`config.mk`:
```
export PLATFORM = sky130hd
export DESIGN_NAME = pair_ram_ora
export DESIGN_NICKNAME = d
export VERILOG_FILES = /design/src/rtl/pairOraPkg.sv /design/src/rtl/pair_ora_ctrl.sv /design/src/rtl/pair_ora_cell.sv /design/src/rtl/pair_ora_chain.sv /design/src/rtl/pair_ram_ora.sv
export SDC_FILE = /design/constraint.sdc
export NUM_CORES = 1
export LEC_CHECK = 0
export ABC_AREA = 1
export ABC_CLOCK_PERIOD_IN_PS = 900
export CORE_MARGIN = 1.5
export CORE_UTILIZATION = 56
export CTS_CLUSTER_DIAMETER = 30
export DETAILED_ROUTE_END_ITERATION = 7
export DONT_BUFFER_PORTS = 1
export GPL_ROUTABILITY_DRIVEN = 0
export PLACE_DENSITY_LB_ADDON = 0.15
export SYNTH_ARGS = -nofsm -noshare
export SYNTH_HDL_FRONTEND = slang
export SYNTH_HIERARCHICAL = 1
export SYNTH_SLANG_ARGS = --single-unit
export TNS_END_PERCENT = 1
```
`constraint.sdc`:
```
create_clock -name clk -period 0.9 [get_ports clk]
set_clock_uncertainty 0.2 [all_clocks]
set_input_delay 0.09 -clock clk [delete_from_list [all_inputs] [get_ports clk]]
set_output_delay 0.09 -clock clk [all_outputs]
set_load 0.05 [all_outputs]
```
`src/rtl/pairOraPkg.sv`:
```
package pairOraPkg;

  typedef struct packed {
    logic cmpEn;
    logic shiftEn;
    logic useExp;
  } oraStrobe_t;

endpackage

```
`src/rtl/pair_ora_ctrl.sv`:
```
module pair_ora_ctrl
  import pairOraPkg::*;
(
  input  logic       cmpStrobe,
  input  logic       shiftEn,
  input  logic       expMode,
  output oraStrobe_t strb
);

  // Shifting takes priority: a compare never disturbs a readout in progress.
  always_comb begin
    strb.shiftEn = shiftEn;
    strb.cmpEn   = cmpStrobe & ~shiftEn;
    strb.useExp  = expMode;
  end

endmodule

```
`src/rtl/pair_ora_cell.sv`:
```
module pair_ora_cell
  import pairOraPkg::*;
#(
  parameter int WORD_W = 4
) (
  input  logic              clk,
  input  logic              rstN,
  input  oraStrobe_t        strb,
  input  logic [WORD_W-1:0] dataA,
  input  logic [WORD_W-1:0] dataB,
  input  logic [WORD_W-1:0] refWord,
  input  logic              chainIn,
  output logic              failQ
);

  logic [WORD_W-1:0] otherWord;
  logic [WORD_W-1:0] diffBits;
  logic              mismatch;

  always_comb begin
    otherWord = strb.useExp ? refWord : dataB;
    diffBits  = dataA ^ otherWord;
    mismatch  = |diffBits;
  end

  always_ff @(posedge clk or negedge rstN) begin
    if (!rstN)                      failQ <= 1'b0;
    else if (strb.shiftEn)          failQ <= chainIn;
    else if (strb.cmpEn && mismatch) failQ <= 1'b1;
  end


  fail_sticky_chk: assert property (@(posedge clk) disable iff (!rstN)
    (failQ && !strb.shiftEn) |=> failQ);


  idle_hold_chk: assert property (@(posedge clk) disable iff (!rstN)
    (!strb.shiftEn && !strb.cmpEn) |=> (failQ == $past(failQ)));


  shift_load_chk: assert property (@(posedge clk) disable iff (!rstN)
    strb.shiftEn |=> (failQ == $past(chainIn)));


  neighbour_diff_chk: assert property (@(posedge clk) disable iff (!rstN)
    (strb.cmpEn && !strb.useExp && (dataA != dataB)) |=> failQ);


  neighbour_equal_chk: assert property (@(posedge clk) disable iff (!rstN)
    (strb.cmpEn && !strb.useExp && (dataA == dataB) && !failQ) |=> !failQ);


  expect_diff_chk: assert property (@(posedge clk) disable iff (!rstN)
    (strb.cmpEn && strb.useExp && (dataA != refWord)) |=> failQ);

endmodule

```
`src/rtl/pair_ora_chain.sv`:
```
module pair_ora_chain
  import pairOraPkg::*;
#(
  parameter int NUM_PAIRS = 4,
  parameter int WORD_W    = 4,
  localparam int BUS_W    = NUM_PAIRS * WORD_W
) (
  input  logic              clk,
  input  logic              rstN,
  input  oraStrobe_t        strb,
  input  logic [WORD_W-1:0] expWord,
  input  logic [BUS_W-1:0]  ramDataA,
  input  logic [BUS_W-1:0]  ramDataB,
  input  logic              shiftIn,
  output logic              shiftOut
);

  // chainLink[0] is the external input; chainLink[i+1] is the flag of pair i.
  logic [NUM_PAIRS:0] chainLink;

  assign chainLink[0] = shiftIn;

  for (genvar i = 0; i < NUM_PAIRS; i++) begin : g_pair
    pair_ora_cell #(.WORD_W(WORD_W)) i_cell (
      .clk     (clk),
      .rstN    (rstN),
      .strb    (strb),
      .dataA   (ramDataA[i*WORD_W +: WORD_W]),
      .dataB   (ramDataB[i*WORD_W +: WORD_W]),
      .refWord (expWord),
      .chainIn (chainLink[i]),
      .failQ   (chainLink[i+1])
    );
  end

  assign shiftOut = chainLink[NUM_PAIRS];

endmodule

```
`src/rtl/pair_ram_ora.sv`:
```
module pair_ram_ora
  import pairOraPkg::*;
#(
  parameter int NUM_PAIRS = 4,
  parameter int WORD_W    = 4,
  localparam int BUS_W    = NUM_PAIRS * WORD_W
) (
  input  logic              clk,
  input  logic              rstN,
  input  logic              cmpStrobe,
  input  logic              shiftEn,
  input  logic              shiftIn,
  output logic              shiftOut,
  input  logic              expMode,
  input  logic [WORD_W-1:0] expWord,
  input  logic [BUS_W-1:0]  ramDataA,
  input  logic [BUS_W-1:0]  ramDataB
);

  oraStrobe_t strb;

  pair_ora_ctrl i_ctrl (
    .cmpStrobe (cmpStrobe),
    .shiftEn   (shiftEn),
    .expMode   (expMode),
    .strb      (strb)
  );

  pair_ora_chain #(.NUM_PAIRS(NUM_PAIRS), .WORD_W(WORD_W)) i_chain (
    .clk      (clk),
    .rstN     (rstN),
    .strb     (strb),
    .expWord  (expWord),
    .ramDataA (ramDataA),
    .ramDataB (ramDataB),
    .shiftIn  (shiftIn),
    .shiftOut (shiftOut)
  );

endmodule

```
# ---- Yosys cells after proc, flatten, opt, wreduce, memory -nomap -nowiden
# Index checks and enable logic that the tools add are counted.
dict set report classes {
  mux 12
  n_reduce_logical 12
  bitwise_logic 6
}
# op count
set op_table {}
lappend op_table {{4-bit two-way mux} 4}
lappend op_table {{4-bit OR reduction} 4}
lappend op_table {{4-bit XOR} 4}
lappend op_table {{1-bit two-way mux} 8}
lappend op_table {{2-bit nonzero test} 4}
lappend op_table {{1-bit logical AND} 4}
lappend op_table {{1-bit AND} 1}
lappend op_table {{1-bit NOT} 1}
dict set report word_totals {
  wordCells 34
  out_inout_bits 1
  ff_bits 4
}

# ---- Depth between registers and ports, before layout
# Gate-level depths: netlist of the first run.
dict set report logic_depth {
  depth_word 6
  depth_mapped 11
}

# ---- Hierarchy
# The synthesis of the first run kept the hierarchy.
# mod seq_area_each_um2 area_per_inst_um2 cells_per_inst n_inst
set modules_own_cells {}
lappend modules_own_cells {pair_ora_cell 25.0 198.9 43 4}
lappend modules_own_cells {pair_ora_ctrl 0.0 25.0 4 1}

# ---- Worst setup path before layout of the first run
# OpenSTA, ideal clock, no wires.
dict set report synth_timing {
  path_kind {input to register}
  start {input expMode}
  end {register i_chain.g_pair[3].i_cell.failQ}
  setup_slack_ns -0.237
  path_buffers 1
  required_time_ns 0.579
  setup_time_ns 0.121
  arrival_ns 0.816
  stages 10
  path_cell_list {buf_4 > inv_2 > nand2_1 > nand2_1 > nand2_1 > nand2_1 > nor2_1 > nand2_1 > nand2_1 > a21oi_2}
}
dict set report synth_via {
  elab_chain_cells 5
}
# element line_no
set synth_rtl {}
lappend synth_rtl {{start: declaration} pair_ram_ora.sv:14} ;# input logic expMode,
lappend synth_rtl {{4-bit two-way mux} pair_ora_cell.sv:21} ;# otherWord = strb.useExp ? refWord : dataB;
lappend synth_rtl {{4-bit XOR} pair_ora_cell.sv:22} ;# diffBits = dataA ^ otherWord;
lappend synth_rtl {{4-bit OR reduction} pair_ora_cell.sv:23} ;# mismatch = |diffBits;
lappend synth_rtl {{1-bit logical AND} pair_ora_cell.sv:29} ;# else if (strb.cmpEn && mismatch) failQ <= 1'b1;
lappend synth_rtl {{2-bit nonzero test (no source line)} -}
lappend synth_rtl {{end signal: assignment} pair_ora_cell.sv:28} ;# else if (strb.shiftEn) failQ <= chainIn;
lappend synth_rtl {{end: declaration} pair_ora_cell.sv:13} ;# output logic failQ
# No other way between the ends.
# A chain may end at the register's enable or synchronous reset.

# ---- Worst setup path in the final report of the first run
dict set report layout_timing {
  start {register i_chain.g_pair[3].i_cell.failQ}
  end {output shiftOut}
}
# element line_no
set layout_rtl {}
lappend layout_rtl {{end: declaration} pair_ram_ora.sv:13} ;# output logic shiftOut,
# No word-level cell between the ends.

==> flow_summary.json, run 1 <==
{
  "synthArstFlopShare_pct": 100.0,
  "power_frac_comb_pct": 41.4,
  "fmax_mhz": 905.7,
  "io_buffers": 0,
  "switchingPower_w": 0.0002903,
  "top_register": "i_chain/g_pair.i_cell/failQ",
  "dr_total_vias": 970,
  "drive_above_1_share_pct": 14.21,
  "synth-xor-area-share_pct": 0,
  "syn_inst": 176,
  "track_usage_pct": 25.39,
  "yosys.area_share.adder_pct": 0,
  "max-clock-path-buffers": 2,
  "n_antenna_cell": 0,
  "drtIter0Drc": 14,
  "hold_viol_final": 8,
  "synth-main-ff-cell": "dfrtp_1",
  "wl_per_cell_um": 9.520,
  "largest_reg_flops": 4,
  "swShare_pct": 35.90,
  "reg2reg_from": "i_chain/g_pair[3].i_cell/failQ",
  "start_util_pct": 61.54,
  "drv_cap": 0,
  "final_max_slew_viol_count": 0,
  "overflow": 0,
  "setup_ws_ns": -0.2041,
  "grt.busiest_layer": "met2",
  "h-tree-depth": 1,
  "ios": 43,
  "die_h_um": 41.29,
  "ys_seq_area_share_pct": 12.20,
  "critPathBufInv": 1,
  "clkTransAtPathRegs_ns": 0.05,
  "antenna_found_initial": 0,
  "clockRootBuffer": "clkbuf_4",
  "worst_setup_path_end_kind": "primary output",
  "cts_tree": "built",
  "r2r_end": "i_chain/g_pair[3].i_cell/failQ",
  "met2_usage_pct": 48.83,
  "total_power_w": 0.0008089,
  "cpMaxStageDelayCell": "dfrtp_2",
  "avgSynthCellArea_um2": 4.664,
  "cellLeakagePower_nw": 0.6365,
  "totalWireLength_um": 1885,
  "placed_area_um2": 855.8,
  "yosys.area_share.simple_pct": 62.96,
  "crit_fanout": 2,
  "clock-sinks": 4,
  "die_width_um": 41.29,
  "dieArea_um2": 1704,
  "synth_top_family_by_area": "simple AND/OR/NAND/NOR gates",
  "synth_top_area_share_pct": 40.24,
  "min_period_ns": 1.104,
  "p_per_area_nw_per_um2": 863.1,
  "grt_use_met3_pct": 7.609,
  "synth_most_common_cell": "nand2_1",
  "p_int_w": 0.0005185,
  "grt_max_degree": 25,
  "grt_pass1_vias": 822,
  "holdBufCountCts": 3,
  "areaGrowthSynthToFinish_pct": 14.18,
  "rsz0062_at_grt": "yes",
  "path_cells": "buf_8",
  "hp-start": "shiftEn",
  "layout.nets": 226,
  "hpwl_um": 1533,
  "hold_end": "i_chain/g_pair[3].i_cell/failQ",
  "ir_drop_uv": 358.9,
  "fin_crit_sh_pct": 122.7,
  "hp-class": "in2reg",
  "insertion_delay_ns": 0.24,
  "rr_worst_depth": 3,
  "antenna_left": 0,
  "cts_inserted_buffers": 3,
  "power_frac_clock_pct": 32.2,
  "worstPathRequired_ns": 0.61,
  "drt-pass1-iter-count": 5,
  "crit_type": "reg2out",
  "setup_violations": 2,
  "final_area_um2": 937.1,
  "synth_compound_area_share_pct": 4.268,
  "start_kind": "register",
  "status": "finished with violations",
  "instances_no_fill": 198,
  "ys_types": 11,
  "core.rowCount": 13,
  "dp.cells": 190,
  "crit_family": "flip-flops",
  "worst_pin_slew_ns": 0.2064,
  "post-route-drc-count": 0,
  "max-slew-margin-rel_pct": 86.20,
  "pwr-share-seq_pct": 26.4,
  "worstPathArrival_ns": 0.81,
  "synth_largest_area_cell": "nand2_1",
  "holdPathStages": 2,
  "vias_per_cell": 4.899,
  "synth_area_leaders": "nand2_1 (40%), inv_1 (17%), dfrtp_1 (12%), nand3_1 (9.8%), nor2_1 (5.5%)",
  "whs_ns": -0.1823,
  "synth_edf_count": 0,
  "syn_nets": 218,
  "grt_pass1_wl_um": 2815,
  "max_stage_delay_ns": 0.41,
  "muxShareOfSynthArea_pct": 0,
  "synth-seq-cells": 4,
  "netlist_area_um2": 820.8,
  "violations": "hold timing, setup timing",
  "r2r_slack_ns": -0.09,
  "synth_common_cells": "nand2_1 (88), inv_1 (37), nand3_1 (16)",
  "grtUsageMet1_pct": 21.97,
  "reg.largest.list": "i_chain/g_pair.i_cell/failQ (4)",
  "setup_tns_ns": -0.2987,
  "synth_warnings": 6,
  "core_area_um2": 1334
}
## cell usage in the layout (no fill, tap or decap)
cell,count
a21oi_2,4
buf_4,1
buf_8,1
clkbuf_1,1
clkbuf_4,3
dfrtp_1,3
dfrtp_2,1
dlygate4sd3_1,3
inv_1,37
inv_4,4
nand2_1,84
nand2_2,8
nand3_1,16
nand3b_1,4
nor2_1,9
nor2_2,3
nor2_4,1
## metrics by stage
stage | setup slack (ns) | utilization (%)
after floorplan | -0.1201 | -
after global placement | -0.01040 | 64.17
after detailed placement | -0.03871 | 64.17
after CTS | -0.2106 | 69.89
after global routing | -0.2380 | 70.26
final | -0.2041 | 70.26
## worst max-delay path by stage
stage / end / depth (start not counted) / slack (ns) / startpoint
after floorplan: i_chain/g_pair[3].i_cell/failQ / 9 / -0.12 / expMode
after global placement: i_chain/g_pair[2].i_cell/failQ / 8 / -0.01 / expMode
after detailed placement: i_chain/g_pair[3].i_cell/failQ / 8 / -0.04 / expWord[1]
after CTS: shiftOut / 1 / -0.21 / i_chain/g_pair[3].i_cell/failQ
after global routing: shiftOut / 1 / -0.24 / i_chain/g_pair[3].i_cell/failQ
final: shiftOut / 1 / -0.20 / i_chain/g_pair[3].i_cell/failQ
## layer usage
| layer | up-vias | wire length (um) | share of wire, % |
|---|---|---|---|
| met5 | - | 0 | 0 |
| met4 | 0 | 41 | 2.2 |
| met3 | 4 | 136 | 7.2 |
| met2 | 32 | 949 | 50 |
| met1 | 408 | 758 | 40 |
| li1 | 526 | - | - |
## logic make-up (layout without fill, tap and decap cells)
logic type,count (synthesis),count (layout)
buffers and inverters,43,50
flip-flops,4,4
AND/OR/NAND/NOR,125,125
AO/OA/AOI/OAI,4,4
## area by class of cell
class                           instances  area, um^2
Timing Repair Buffer                    5       52.55
Multi-Input combinational cell        129       574.3
Clock buffer                            4       26.28
Fill cell                             140       396.6
Tap cell                               15       18.77
Sequential cell                         4       101.3
Inverter                               41       163.9
## power groups by stage
stage	Sequential [W]	Combinational, W	Clock [W]
floorplan	0.000229	0.000274	0
global placement	0.000212	0.000288	0
detailed placement	0.000214	0.000302	0
CTS	0.000212	0.000335	0.000270
global route	0.000217	0.000390	0.000285
finish	0.000214	0.000335	0.000260
## timing repair
action	4_1_cts	5_1_grt
setup buffers	1	0
cloned	0	0
gates resized for setup	3	2
setup endpoints to repair	1	4
endpoints found under the hold margin	8	8
No activity file was read; power rests on OpenSTA's default activity.
==> inputs of run 2 (changes only) <==
Settings changed: ABC_CLOCK_PERIOD_IN_PS 900 to 1200, CORE_UTILIZATION 56 to 62.
Clock period 0.9 ns to 1.2 ns, I/O delays scaled along.
==> run 2 against run 1 <==
Against the previous run: combinational power decreased by 29%; global-route usage up 1.7 points; the flow finishes with violations (hold timing); worst hold slack better by 0.076 ns; die area down 9.0%; power down 31%; design area is 4.4% lower; highest routed layer is now met3; core utilization grew 6.2 points; sequential share of layout area up 0.36 points.
==> flow_summary.json, run 2 (synthesized netlist as in run 1, its figures left out) <==
{
  "status": "finished with violations",
  "violations": "hold timing",
  "worstPathArrival_ns": 0.80,
  "insertion_delay_ns": 0.23,
  "grt_pass1_vias": 825,
  "grt_max_degree": 25,
  "n_antenna_cell": 0,
  "max-slew-margin-rel_pct": 81.57,
  "fmax_mhz": 893.6,
  "layout.nets": 226,
  "max-clock-path-buffers": 2,
  "areaGrowthSynthToFinish_pct": 9.146,
  "clockRootBuffer": "clkbuf_4",
  "ios": 43,
  "instances_no_fill": 196,
  "crit_fanout": 2,
  "totalWireLength_um": 1885,
  "clock-sinks": 4,
  "dieArea_um2": 1551,
  "post-route-drc-count": 0,
  "drv_cap": 0,
  "core.rowCount": 12,
  "dr_total_vias": 983,
  "dp.cells": 189,
  "core_area_um2": 1171,
  "p_per_area_nw_per_um2": 627.5,
  "cpMaxStageDelayCell": "dfrtp_1",
  "reg.largest.list": "i_chain/g_pair.i_cell/failQ (4)",
  "track_usage_pct": 27.08,
  "worstPathRequired_ns": 0.88,
  "whs_ns": -0.1064,
  "largest_reg_flops": 4,
  "final_max_slew_viol_count": 0,
  "max_stage_delay_ns": 0.38,
  "vias_per_cell": 5.015,
  "ir_drop_uv": 417.3,
  "crit_family": "flip-flops",
  "cts_tree": "built",
  "drtIter0Drc": 36,
  "start_util_pct": 70.09,
  "rsz0062_at_grt": "no",
  "fin_crit_sh_pct": 93.26,
  "grt_pass1_wl_um": 2787,
  "h-tree-depth": 1,
  "cts_inserted_buffers": 3,
  "wl_per_cell_um": 9.617,
  "worst_pin_slew_ns": 0.2765,
  "antenna_left": 0,
  "top_register": "i_chain/g_pair.i_cell/failQ",
  "hpwl_um": 1369,
  "postCtsSetupRepairBufs": 0,
  "path_cells": "buf_4",
  "hp-class": "in2reg",
  "clkTransAtPathRegs_ns": 0.04,
  "layout_common_cells": "nand2_1 (88), inv_1 (37), nand3_1 (16)",
  "die_h_um": 39.39,
  "drive_above_1_share_pct": 9.341,
  "setup_tns_ns": 0,
  "die_width_um": 39.39,
  "min_period_ns": 1.119,
  "critPathBufInv": 1,
  "overflow": 0,
  "hold_viol_final": 4,
  "worst_setup_path_end_kind": "primary output",
  "cellLeakagePower_nw": 0.6393,
  "fillers": 105,
  "crit_type": "reg2out",
  "antenna_found_initial": 0,
  "holdBufCountCts": 5,
  "drt-pass1-iter-count": 4,
  "layout_commonest_cell": "nand2_1",
  "start_kind": "register",
  "setup_violations": 0,
  "io_buffers": 0
}
run 2: cell types whose count changed in the layout (fill, tap and decap cells not counted), sizes merged:
| cell | change |
|---|---|
| buf | -1 |
| clkbuf | -1 |
| dlymetal6s4s | +1 |
run 2: what timing repair did:
item	4_1_cts	5_1_grt
endpoints found under the setup margin	0	1
resized for setup	0	1
hold endpoints to repair	8	4
run 2: cell type report:
type	count	area [um^2]	share of cell area [%]
Clock buffer	3	22.52	2.514
Multi-Input combinational cell	129	551.8	61.59
Inverter	41	153.9	17.18
Sequential cell	4	100.1	11.17
Tap cell	14	17.52	1.955
Timing Repair Buffer	5	50.05	5.587
run 2: final timing paths:
kind | slack, ns | cells past startpoint | end | start
min in group asynchronous | 0.50 | 2 | i_chain/g_pair[2].i_cell/failQ | rstN
hold reg to reg | 0.33 | 2 | i_chain/g_pair[1].i_cell/failQ | i_chain/g_pair[0].i_cell/failQ
max in group asynchronous | 0.13 | 2 | i_chain/g_pair[0].i_cell/failQ | rstN
setup reg to reg | 0.27 | 2 | i_chain/g_pair[3].i_cell/failQ | i_chain/g_pair[3].i_cell/failQ
hold / removal | -0.11 | 3 | i_chain/g_pair[2].i_cell/failQ | shiftEn
setup / recovery | 0.08 | 1 | shiftOut | i_chain/g_pair[3].i_cell/failQ
run 2: routing by layer:
| layer | up-vias | global-route usage, % | wire, um |
|---|---|---|---|
| li1 | 523 | - | - |
| met3 | 0 | 7.955 | 171 |
| met2 | 44 | 55.00 | 971 |
| met5 | - | 0 | 0 |
| met4 | 0 | 9.483 | 0 |
| met1 | 416 | 24.48 | 742 |
run 2: metrics by stage:
stage / setup slack [ns] / hold slack, ns / area, um^2 / power (W) / util, %
2_1_floorplan: 0.03263 / -0.3756 / 820.8 / 0.0003614 / -
3_3_place_gp: 0.2425 / -0.3755 / 830.8 / 0.0003678 / 70.94
3_5_place_dp: 0.2221 / -0.3755 / 830.8 / 0.0003767 / 70.94
4_1_cts: 0.06481 / 0.04191 / 903.4 / 0.0005585 / 77.14
5_1_grt: 0.06688 / -0.09955 / 895.9 / 0.0006071 / 76.50
6_report: 0.08092 / -0.1064 / 895.9 / 0.0005621 / 76.50
run 2: power by group:
part           switching, W  total, W  internal, W
Combinational      0.000139  0.000239     0.000100
Clock             0.0000540  0.000166     0.000112
Sequential       0.00000749  0.000157     0.000150
Total              0.000200  0.000562     0.000362
==> inputs of run 3 (changes only) <==
Settings changed: CTS_CLUSTER_SIZE from default to 25, PLACE_DENSITY_LB_ADDON 0.15 to 0.2.
==> run 3 against run 2 <==
Against the previous run: the flow still finishes with violations (hold timing); design area shrank 1.4%; clock power grew 2%; worst setup slack lost 0.015 ns; via count shrank 2.8%; count of clock-buffer cells in the layout is the same; die area is the same; register-to-register slack gained 0.04 ns; critical path type unchanged; critical endpoint unchanged; largest cell class unchanged; largest power group unchanged.
==> flow_summary.json, run 3 (synthesized netlist as in run 1, its figures left out) <==
{
  "clockRootBuffer": "clkbuf_4",
  "clkTransAtPathRegs_ns": 0.04,
  "hold_viol_final": 4,
  "dieArea_um2": 1551,
  "ios": 43,
  "whs_ns": -0.1344,
  "io_buffers": 0,
  "worstPathRequired_ns": 0.88,
  "swShare_pct": 35.22,
  "dr_total_vias": 955,
  "switchingPower_w": 0.0001956,
  "drtIter0Drc": 16,
  "pwr-share-seq_pct": 28.5,
  "clock-sinks": 4,
  "crit_type": "reg2out",
  "layout.nets": 225,
  "drt-pass1-iter-count": 4,
  "power_frac_clock_pct": 30.7,
  "setup_violations": 0,
  "h-tree-depth": 1,
  "fillers": 117,
  "die_h_um": 39.39,
  "critPathBufInv": 1,
  "start_kind": "register",
  "fin_crit_sh_pct": 94.49,
  "insertion_delay_ns": 0.24,
  "vias_per_cell": 4.897,
  "violations": "hold timing",
  "grt_pass1_vias": 779,
  "antenna_found_initial": 0,
  "drv_cap": 0,
  "cts_inserted_buffers": 3,
  "grt_pass1_wl_um": 2628,
  "totalWireLength_um": 1671,
  "worst_pin_slew_ns": 0.1985,
  "cpMaxStageDelayCell": "dfrtp_1",
  "power_frac_comb_pct": 40.8,
  "max_stage_delay_ns": 0.38,
  "fmax_mhz": 881.9,
  "layout_common_cells": "nand2_1 (88), inv_1 (37), nand3_1 (16)",
  "ir_drop_uv": 427.6,
  "postCtsSetupRepairBufs": 0,
  "hp-class": "in2reg",
  "core.rowCount": 12,
  "reg.largest.list": "i_chain/g_pair.i_cell/failQ (4)",
  "p_int_w": 0.0003598,
  "rsz0062_at_grt": "no",
  "areaGrowthSynthToFinish_pct": 7.622,
  "start_util_pct": 70.09,
  "crit_family": "flip-flops",
  "track_usage_pct": 25.24,
  "min_period_ns": 1.134,
  "cts.repair.resized": 0,
  "hpwl_um": 1366,
  "setup_tns_ns": 0,
  "status": "finished with violations",
  "holdBufCountCts": 3,
  "layout_commonest_cell": "nand2_1",
  "p_per_area_nw_per_um2": 628.8,
  "n_antenna_cell": 0,
  "final_max_slew_viol_count": 0,
  "max-slew-margin-rel_pct": 86.73,
  "max-clock-path-buffers": 2,
  "worst_setup_path_end_kind": "primary output",
  "cts_tree": "built",
  "cellLeakagePower_nw": 0.6262,
  "largest_reg_flops": 4,
  "grt_max_degree": 25,
  "path_cells": "buf_4",
  "die_width_um": 39.39,
  "crit_fanout": 2,
  "wl_per_cell_um": 8.569,
  "worstPathArrival_ns": 0.81,
  "r2r_slack_ns": 0.31,
  "antenna_left": 0,
  "overflow": 0,
  "post-route-drc-count": 0,
  "top_register": "i_chain/g_pair.i_cell/failQ",
  "core_area_um2": 1171,
  "drive_above_1_share_pct": 9.392
}
==> run 3: cell count changes in the layout (fill, tap and decap cells not counted), sizes merged <==
cell | previous run | this run
dlymetal6s4s | 1 | 0
==> run 3: worst register-to-register path: stages (launching register included) <==
cell	delay [ns]
dfrtp_1	0.38
nor2_1	0.13
a21oi_2	0.07
==> run 3: cell type report <==
class                      instances  area, um^2  area share, %
inverter                          41       153.9          17.42
multi-input combinational        129       551.8          62.46
timing repair buffer               4       37.54          4.249
sequential                         4       100.1          11.33
tap                               14       17.52          1.983
clock buffer                       3       22.52          2.550
==> run 3: power groups by stage <==
stage	combinational, W	clock (W)	sequential [W]
floorplan	0.000191	0	0.000170
global placement	0.000210	0	0.000158
detailed placement	0.000218	0	0.000160
CTS	0.000229	0.000170	0.000158
global route	0.000267	0.000184	0.000159
finish	0.000227	0.000170	0.000158
==> run 3: path summary, 6_finish.rpt <==
check / start / to / cells after the start
setup / recovery: i_chain/g_pair[3].i_cell/failQ / shiftOut / 1
hold / removal: shiftEn / i_chain/g_pair[2].i_cell/failQ / 2
setup reg to reg: i_chain/g_pair[3].i_cell/failQ / i_chain/g_pair[3].i_cell/failQ / 2
hold reg to reg: i_chain/g_pair[1].i_cell/failQ / i_chain/g_pair[2].i_cell/failQ / 2
max in group asynchronous: rstN / i_chain/g_pair[1].i_cell/failQ / 2
min in group asynchronous: rstN / i_chain/g_pair[2].i_cell/failQ / 2
==> run 3: per-stage QoR <==
stage | utilization (%) | area (um^2) | setup slack [ns] | total power, W | instances
floorplan | - | 820.8 | 0.03263 | 0.0003614 | 176
global placement | 70.94 | 830.8 | 0.2418 | 0.0003684 | 189
detailed placement | 70.94 | 830.8 | 0.2155 | 0.0003775 | 189
CTS | 75.43 | 883.3 | 0.07232 | 0.0005566 | 195
global route | 75.43 | 883.3 | 0.04459 | 0.0006107 | 195
finish | 75.43 | 883.3 | 0.06611 | 0.0005554 | 195
==> run 3: layer usage <==
| metal | GRT usage, % | vias to the layer above | routed length, um |
|---|---|---|---|
| li1 | - | 524 | - |
| met1 | 25.00 | 384 | 688 |
| met2 | 46.67 | 43 | 788 |
| met3 | 6.818 | 4 | 160 |
| met4 | 13.79 | 0 | 34 |
| met5 | 0 | - | 0 |
